--- config.mk ---
export PLATFORM = sky130hd
export DESIGN_NAME = pfws_seq
export DESIGN_NICKNAME = d
export VERILOG_FILES = /design/src/rtl/pfws_pkg.sv /design/src/rtl/pfws_downcnt.sv /design/src/rtl/pfws_stat_eval.sv /design/src/rtl/pfws_seq.sv
export SDC_FILE = /design/constraint.sdc
export NUM_CORES = 1
export LEC_CHECK = 0
export ABC_AREA = 1
export BUFFER_PORTS_ARGS = -buffer_cell sky130_fd_sc_hd__buf_2
export CELL_PAD_IN_SITES_DETAIL_PLACEMENT = 2
export CELL_PAD_IN_SITES_GLOBAL_PLACEMENT = 2
export CORE_MARGIN = 1
export CORE_UTILIZATION = 35
export DETAILED_ROUTE_END_ITERATION = 10
export GPL_ROUTABILITY_DRIVEN = 0
export PLACE_DENSITY_LB_ADDON = 0.1
export SLEW_MARGIN = 5
export SYNTH_ARGS = -nofsm -noshare
export SYNTH_HDL_FRONTEND = slang
export SYNTH_SLANG_ARGS = --single-unit
--- constraint.sdc ---
create_clock -name clk -period 5.55 [get_ports clk]
set_clock_uncertainty 0.15 [all_clocks]
set_input_delay 0.555 -clock clk [delete_from_list [all_inputs] [get_ports clk]]
set_output_delay 0.555 -clock clk [all_outputs]
set_load 0.01 [all_outputs]
--- src/rtl/pfws_pkg.sv ---
package pfws_pkg;

  typedef enum logic [1:0] {
    OP_WRITE      = 2'd0,
    OP_PROG       = 2'd1,
    OP_ERASE_BLK  = 2'd2,
    OP_ERASE_MAIN = 2'd3
  } op_e;

  typedef enum logic [2:0] {
    S_WAKE, S_IDLE, S_SETUP, S_WEL, S_HOLD, S_RECOV, S_RD, S_PGAP
  } st_e;

  localparam int SR_DONE_BIT = 7;
  localparam int SR_ERR_LO   = 3;
  localparam int SR_ERR_HI   = 5;

  function automatic int cdiv(input int n, input int d);
    return (n + d - 1) / d;
  endfunction

  function automatic longint cdivl(input longint n, input longint d);
    return (n + d - 1) / d;
  endfunction

  function automatic int imax(input int a, input int b);
    return (a > b) ? a : b;
  endfunction

  function automatic longint lmax(input longint a, input longint b);
    return (a > b) ? a : b;
  endfunction

endpackage

--- src/rtl/pfws_downcnt.sv ---
module pfws_downcnt #(
  parameter int W = 8
) (
  input  logic         clk,
  input  logic         load,
  input  logic [W-1:0] val,
  output logic         zero
);
  logic [W-1:0] cnt;

  always_ff @(posedge clk) begin
    if (load)
      cnt <= val;
    else if (cnt != '0)
      cnt <= cnt - W'(1);
  end

  assign zero = (cnt == '0);
endmodule

--- src/rtl/pfws_stat_eval.sv ---
module pfws_stat_eval #(
  parameter int DONE_BIT = 7,
  parameter int ERR_LO   = 3,
  parameter int ERR_HI   = 5
) (
  input  logic [7:0] sr,
  output logic       complete,
  output logic       failed
);
  assign complete = sr[DONE_BIT];
  assign failed   = |sr[ERR_HI:ERR_LO];
endmodule

--- src/rtl/pfws_seq.sv ---
module pfws_seq import pfws_pkg::*; #(
  parameter int AW           = 17,
  parameter int CLK_NS       = 20,
  parameter int SPEED_GRADE  = 0,
  parameter int WC_FAST_NS   = 120,
  parameter int WC_SLOW_NS   = 150,
  parameter int WE_LOW_NS    = 50,
  parameter int WE_HIGH_NS   = 50,
  parameter int SETUP_NS     = 50,
  parameter int HOLD_NS      = 10,
  parameter int CE_SETUP_NS  = 10,
  parameter int RP_REC_NS    = 480,
  parameter int RD_ACC_NS    = 150,
  parameter int OE_HIGH_NS   = 20,
  parameter int PROG_TMO_US  = 15000,
  parameter int BLK_TMO_US   = 13000000,
  parameter int MAIN_TMO_US  = 30000000
) (
  input  logic          clk,
  input  logic          rst,
  input  logic          req_valid,
  output logic          req_ready,
  input  logic [AW-1:0] req_addr,
  input  logic [7:0]    req_data,
  input  logic [1:0]    req_op,
  output logic          done,
  output logic [7:0]    done_status,
  output logic          done_fail,
  output logic          done_timeout,
  output logic [AW-1:0] flash_addr,
  output logic [7:0]    flash_dq_o,
  output logic          flash_dq_oe,
  input  logic [7:0]    flash_dq_i,
  output logic          flash_ce_n,
  output logic          flash_we_n,
  output logic          flash_oe_n,
  output logic          flash_rp_n
);
  // interval lengths in clock cycles, each at least one cycle
  localparam int C_WC  = cdiv((SPEED_GRADE != 0) ? WC_SLOW_NS : WC_FAST_NS, CLK_NS);
  localparam int C_CS  = imax(1, cdiv(CE_SETUP_NS, CLK_NS));
  localparam int C_WL  = imax(1, imax(cdiv(WE_LOW_NS, CLK_NS), cdiv(SETUP_NS, CLK_NS) - C_CS));
  localparam int C_WPH = cdiv(WE_HIGH_NS, CLK_NS);
  localparam int C_HD  = imax(1, cdiv(HOLD_NS, CLK_NS));
  localparam int C_RC  = imax(1, imax(C_WC - (C_CS + C_WL + C_HD), C_WPH - C_HD - C_CS));
  localparam int C_RD  = imax(1, cdiv(RD_ACC_NS, CLK_NS));
  localparam int C_PG  = imax(1, cdiv(OE_HIGH_NS, CLK_NS));
  localparam int C_RP  = imax(1, cdiv(RP_REC_NS, CLK_NS));
  localparam int PH_MAX = imax(imax(imax(C_CS, C_WL), imax(C_HD, C_RC)),
                               imax(imax(C_RD, C_PG), C_RP));
  localparam int PH_W  = $clog2(PH_MAX + 1);

  localparam longint L_PROG = lmax(1, cdivl(longint'(PROG_TMO_US) * 1000, CLK_NS));
  localparam longint L_BLK  = lmax(1, cdivl(longint'(BLK_TMO_US) * 1000, CLK_NS));
  localparam longint L_MAIN = lmax(1, cdivl(longint'(MAIN_TMO_US) * 1000, CLK_NS));
  localparam int TMO_W = $clog2(lmax(L_PROG, lmax(L_BLK, L_MAIN)) + 1);

  st_e             state_q, state_d;
  op_e             op_q;
  logic [PH_W-1:0] ph_len, ph_val;
  logic            ph_zero, ph_load;
  logic [TMO_W-1:0] tmo_lim;
  logic            tmo_zero, tmo_load;
  logic            sr_complete, sr_failed;
  logic            accept, rd_end, finish;

  assign accept = (state_q == S_IDLE) && req_valid;
  assign rd_end = (state_q == S_RD) && ph_zero;
  assign finish = ((state_q == S_RECOV) && ph_zero && (op_q == OP_WRITE)) ||
                  (rd_end && (sr_complete || tmo_zero));

  pfws_stat_eval #(.DONE_BIT(SR_DONE_BIT), .ERR_LO(SR_ERR_LO), .ERR_HI(SR_ERR_HI)) u_eval (
    .sr(flash_dq_i), .complete(sr_complete), .failed(sr_failed)
  );

  // next state
  always_comb begin
    state_d = state_q;
    case (state_q)
      S_WAKE:  if (ph_zero) state_d = S_IDLE;
      S_IDLE:  if (req_valid) state_d = S_SETUP;
      S_SETUP: if (ph_zero) state_d = S_WEL;
      S_WEL:   if (ph_zero) state_d = S_HOLD;
      S_HOLD:  if (ph_zero) state_d = S_RECOV;
      S_RECOV: if (ph_zero) state_d = (op_q == OP_WRITE) ? S_IDLE : S_RD;
      S_RD:    if (ph_zero) state_d = (sr_complete || tmo_zero) ? S_IDLE : S_PGAP;
      S_PGAP:  if (ph_zero) state_d = S_RD;
      default: state_d = S_IDLE;
    endcase
  end

  // phase length of the state being entered
  always_comb begin
    case (state_d)
      S_SETUP: ph_len = PH_W'(C_CS - 1);
      S_WEL:   ph_len = PH_W'(C_WL - 1);
      S_HOLD:  ph_len = PH_W'(C_HD - 1);
      S_RECOV: ph_len = PH_W'(C_RC - 1);
      S_RD:    ph_len = PH_W'(C_RD - 1);
      S_PGAP:  ph_len = PH_W'(C_PG - 1);
      default: ph_len = '0;
    endcase
  end

  assign ph_load = rst || (state_d != state_q);
  assign ph_val  = rst ? PH_W'(C_RP - 1) : ph_len;

  pfws_downcnt #(.W(PH_W)) u_phase (
    .clk(clk), .load(ph_load), .val(ph_val), .zero(ph_zero)
  );

  // per-operation polling limit
  always_comb begin
    case (op_e'(req_op))
      OP_PROG:       tmo_lim = TMO_W'(L_PROG - 1);
      OP_ERASE_BLK:  tmo_lim = TMO_W'(L_BLK - 1);
      OP_ERASE_MAIN: tmo_lim = TMO_W'(L_MAIN - 1);
      default:       tmo_lim = '0;
    endcase
  end

  assign tmo_load = rst || accept;

  pfws_downcnt #(.W(TMO_W)) u_tmo (
    .clk(clk), .load(tmo_load), .val(rst ? '0 : tmo_lim), .zero(tmo_zero)
  );

  // registered state and pins
  always_ff @(posedge clk) begin
    if (rst) begin
      state_q      <= S_WAKE;
      op_q         <= OP_WRITE;
      flash_addr   <= '0;
      flash_dq_o   <= '0;
      flash_rp_n   <= 1'b0;
      flash_ce_n   <= 1'b1;
      flash_we_n   <= 1'b1;
      flash_oe_n   <= 1'b1;
      flash_dq_oe  <= 1'b0;
      req_ready    <= 1'b0;
      done         <= 1'b0;
      done_status  <= '0;
      done_fail    <= 1'b0;
      done_timeout <= 1'b0;
    end else begin
      state_q     <= state_d;
      flash_rp_n  <= 1'b1;
      flash_ce_n  <= !(state_d inside {S_SETUP, S_WEL, S_HOLD, S_RD});
      flash_we_n  <= (state_d != S_WEL);
      flash_oe_n  <= (state_d != S_RD);
      flash_dq_oe <= (state_d inside {S_SETUP, S_WEL, S_HOLD});
      req_ready   <= (state_d == S_IDLE);
      done        <= finish;
      if (accept) begin
        op_q        <= op_e'(req_op);
        flash_addr  <= req_addr;
        flash_dq_o  <= req_data;
        done_status <= '0;
      end
      if (rd_end)
        done_status <= flash_dq_i;
      if (finish) begin
        done_fail    <= rd_end && sr_complete && sr_failed;
        done_timeout <= rd_end && !sr_complete;
      end
    end
  end

  // write strobe only inside chip enable
  a_r4_we_inside_ce: assert property (@(posedge clk) disable iff (rst)
    !flash_we_n |-> !flash_ce_n);

  // bus released whenever the device may drive it
  a_r6_no_contention: assert property (@(posedge clk) disable iff (rst)
    !flash_oe_n |-> (!flash_dq_oe && flash_we_n && !flash_ce_n));

  // address and data do not move on the strobe's rising edge
  a_r3_stable_at_rise: assert property (@(posedge clk) disable iff (rst)
    $rose(flash_we_n) |-> ($stable(flash_addr) && $stable(flash_dq_o) && flash_dq_oe));

  // done is a single-cycle pulse
  a_r11_done_pulse: assert property (@(posedge clk) disable iff (rst)
    done |=> !done);

  // ready drops after acceptance
  a_r11_ready_drops: assert property (@(posedge clk) disable iff (rst)
    (req_valid && req_ready) |=> !req_ready);

  // a failure needs the completion bit and an error bit
  a_r9_fail_source: assert property (@(posedge clk) disable iff (rst)
    (done && done_fail) |-> (done_status[SR_DONE_BIT] && |done_status[SR_ERR_HI:SR_ERR_LO]));

  // a timeout never carries the completion bit
  a_r10_timeout_incomplete: assert property (@(posedge clk) disable iff (rst)
    (done && done_timeout) |-> (!done_status[SR_DONE_BIT] && !done_fail));
endmodule

==> flow_metrics.py <==
metrics = {
    "global_route": {
        "overflow": 0,
        "gr-usage-all-layers_pct": 21.1,
        "grt_pass1_wl_mm": 19.0,
        "grt_pass1_vias": 3823,
        "grt_max_degree": 45,
        "antenna_found_initial": 0,
    },
    "sta": {
        "finalSetupTns_ns": 0,
        "maxClockFrequency_mhz": 352,
        "post-route-min-period_ns": 2.84,
        "finalHoldViolations": 0,
        "setup_ws_ns": 2.71,
        "relSlewSlack_pct": 44.1,
        "period_share_pct": 51.2,
        "report.final.slew_viol_count": 0,
        "rsz0062_at_grt": "false",
        "finalSetupViolations": 0,
        "tightest_slew_ns": 0.835,
    },
    "place": {
        "place_ws_ns": 2.54,
        "io_buffer_count": 79,
        "hpwl_mm": 9.10,
    },
    "routing": {
        "wl_mm": 12.1,
        "vias_per_cell": 5.07,
        "vias": 3618,
        "wire_per_inst_microns": 16.9,
        "drt-pass1-iter-count": 4,
        "ant_nets": 0,
        "drt_iter0_drc": 137,
        "drc": 0,
    },
    "setup_path": {
        "worstReg2RegStart": "state_q[2]",
        "critPathLaunch": "state_q[2]",
        "cpMaxStageDelayCell": "nand3_1",
        "crit_top_cell": "buf_4",
        "crit_buf_inv": 2,
        "r2r.worst_path.cells": 5,
        "crit_cells": 5,
        "crit_chain": "nor3_4 > nor2_4 > buf_4 > nand3_1 > buf_4",
        "path_class": "reg2reg",
        "end_kind": "flop",
        "arrival_ns": 2.78,
        "cp_top_family": "simple AND/OR/NAND/NOR gates",
        "crit_required_ns": 5.49,
        "startpoint_type": "flop",
        "crit_fanout": 44,
        "cpPeakStageDelay_ns": 0.68,
    },
    "floorplan": {
        "start_util_pct": 35.9,
        "io_pins": 80,
        "core_sq_mm": 0.0114,
        "fp.dieW_microns": 110,
        "rows": 39,
        "dieHeight_microns": 110,
        "dieArea_sq_mm": 0.0121,
    },
    "logic_synthesis": {
        "synth_cells": 484,
        "syn_area_per_cell_sq_um": 8.43,
        "synth_top_area_share_pct": 26.5,
        "syn_nets": 532,
        "ys_seq_area_share_pct": 49.6,
        "synth_area_leaders": "edfxtp_1 26%, dfxtp_1 23%, nand2_1 10%, a22o_1 5.4%, inv_1 5.0%",
        "ys_types": 36,
        "synth_largest_area_cell": "edfxtp_1",
        "synth_warnings": 0,
        "synth_area_sq_mm": 0.00408,
        "ys_ff_latch": 83,
    },
    "clocking": {
        "clk_path_buf_depth": 2,
        "cts_tree": "yes",
        "h-tree-depth": 3,
        "numCtsBuffers": 9,
        "cts_sinks": 83,
        "insertion_delay_ns": 0.35,
        "cts_setup_buffers": 0,
        "cts.clk_slew.worst_paths_ns": 0.07,
        "root_buffer": "clkbuf_16",
        "cts_resized": 0,
        "hold_buffers": 0,
    },
    "final_layout": {
        "nFillCells": 1284,
        "layout-drive-gt1-share_pct": 21.8,
        "final-seq-area_sq_mm": 0.00202,
        "final_util_pct": 43.5,
        "area_growth_pct": 21.2,
        "multiInputGateArea_sq_mm": 0.00177,
        "final_net_count": 612,
    },
    "power_and_ir_drop": {
        "p_total_mw": 2.17,
        "ir_worst_vdd_mv": 0.196,
        "p_per_area_mw_per_mm2": 438,
        "power.leakage_nw": 2.37,
    },
    "worst_hold_path": {
        "hold_depth": 2,
        "hold_start": "req_addr[13]",
        "hp-class": "in2reg",
    },
    "status": {
        "status": "completed",
    },
    "job": {
        "maxCapViolations": 0,
    },
}
## kinds of logic after synthesis
| kind of cell | Yosys count | share of synthesized area, % |
|---|---|---|
| AO/OA/AOI/OAI | 85 | 13.1 |
| XOR/XNOR | 12 | 2.58 |
| adder cells (fa/ha/maj) | 10 | 3.07 |
| buffers and inverters | 73 | 7.21 |
| flip-flops | 83 | 49.6 |
| AND/OR/NAND/NOR | 221 | 24.5 |
## layer usage
layer / global-route usage (%) / up-vias / part of all wire, %
li1: - / 1770 / -
met1: 25.3 / 1771 / 45
met2: 36.6 / 61 / 50
met3: 4.35 / 16 / 3.8
met4: 8.76 / 0 / 1.6
met5: 0 / - / 0
## worst reg2reg max path: stages, from the launching register on
cell and delay, ns:
dfxtp_1 0.61, nor3_4 0.13, nor2_4 0.09, buf_4 0.42, nand3_1 0.69, buf_4 0.47
## placed cells by master, fill, tap and decap left out, types with 18 or more instances in the layout
cell type / count
nor2_1: 44
edfxtp_1: 36
a22o_1: 25
nand3_1: 34
a21oi_1: 18
nand2_1: 110
buf_2: 79
inv_1: 54
dfxtp_1: 47
o21ai_0: 34
## report_power, final
group / total, mW / internal, mW / switching [mW]
Combinational: 0.687 / 0.227 / 0.460
Clock: 0.645 / 0.387 / 0.258
Sequential: 0.833 / 0.764 / 0.0697
Total: 2.17 / 1.38 / 0.788
## stage by stage
stage	cells	cell area [sq um]	hold slack (ns)
floorplan	484	4080	0.325
global placement	696	4620	0.295
detailed placement	696	4620	0.306
CTS	712	4940	0.256
global route	712	4940	0.269
finish	713	4940	0.265
## sequential cells by signal, indices dropped and copies added, names as in the netlist
| signal | count |
|---|---|
| u_tmo.cnt | 31 |
| flash_addr | 17 |
| done_status | 8 |
| flash_dq_o | 8 |
| u_phase.cnt | 5 |
| state_q | 3 |
| op_q | 2 |
| done | 1 |
| done_fail | 1 |
| done_timeout | 1 |
| flash_ce_n | 1 |
| flash_dq_oe | 1 |
| flash_oe_n | 1 |
| flash_rp_n | 1 |
| flash_we_n | 1 |
| req_ready | 1 |
## final timing paths
check / endpoint / slack [ns]
worst max-delay path: u_tmo.cnt[7] / 2.71
worst min-delay path: flash_addr[13] / 0.26
worst max register to register: u_tmo.cnt[7] / 2.71
worst min register to register: done_status[0] / 0.31
## synthesized netlist by cell type (all sizes together)
cell type	number
o21ai	36
inv	59
nand3	37
clkbuf	4
nand3b	2
clkinv	1
ha	10
o2111ai	1
nand4	1
a21oi	19
buf	9
nor3b	1
nor2	55
edfxtp	36
nor3	10
o31ai	1
nand2	114
o311ai	1
dfxtp	47
xnor2	2
a22o	25
xor2	10
o22ai	2
or2	1
## final cells by class
type	count	area share [%]
diodes	1	0.0506
clock buffers	13	6.15
clock inverters	3	0.455
inverters	60	4.55
multi-input cells	328	35.8
flip-flops and latches	83	40.9
well taps	143	3.62
repair buffers	82	8.45
No activity file was read; power rests on OpenSTA's default activity.
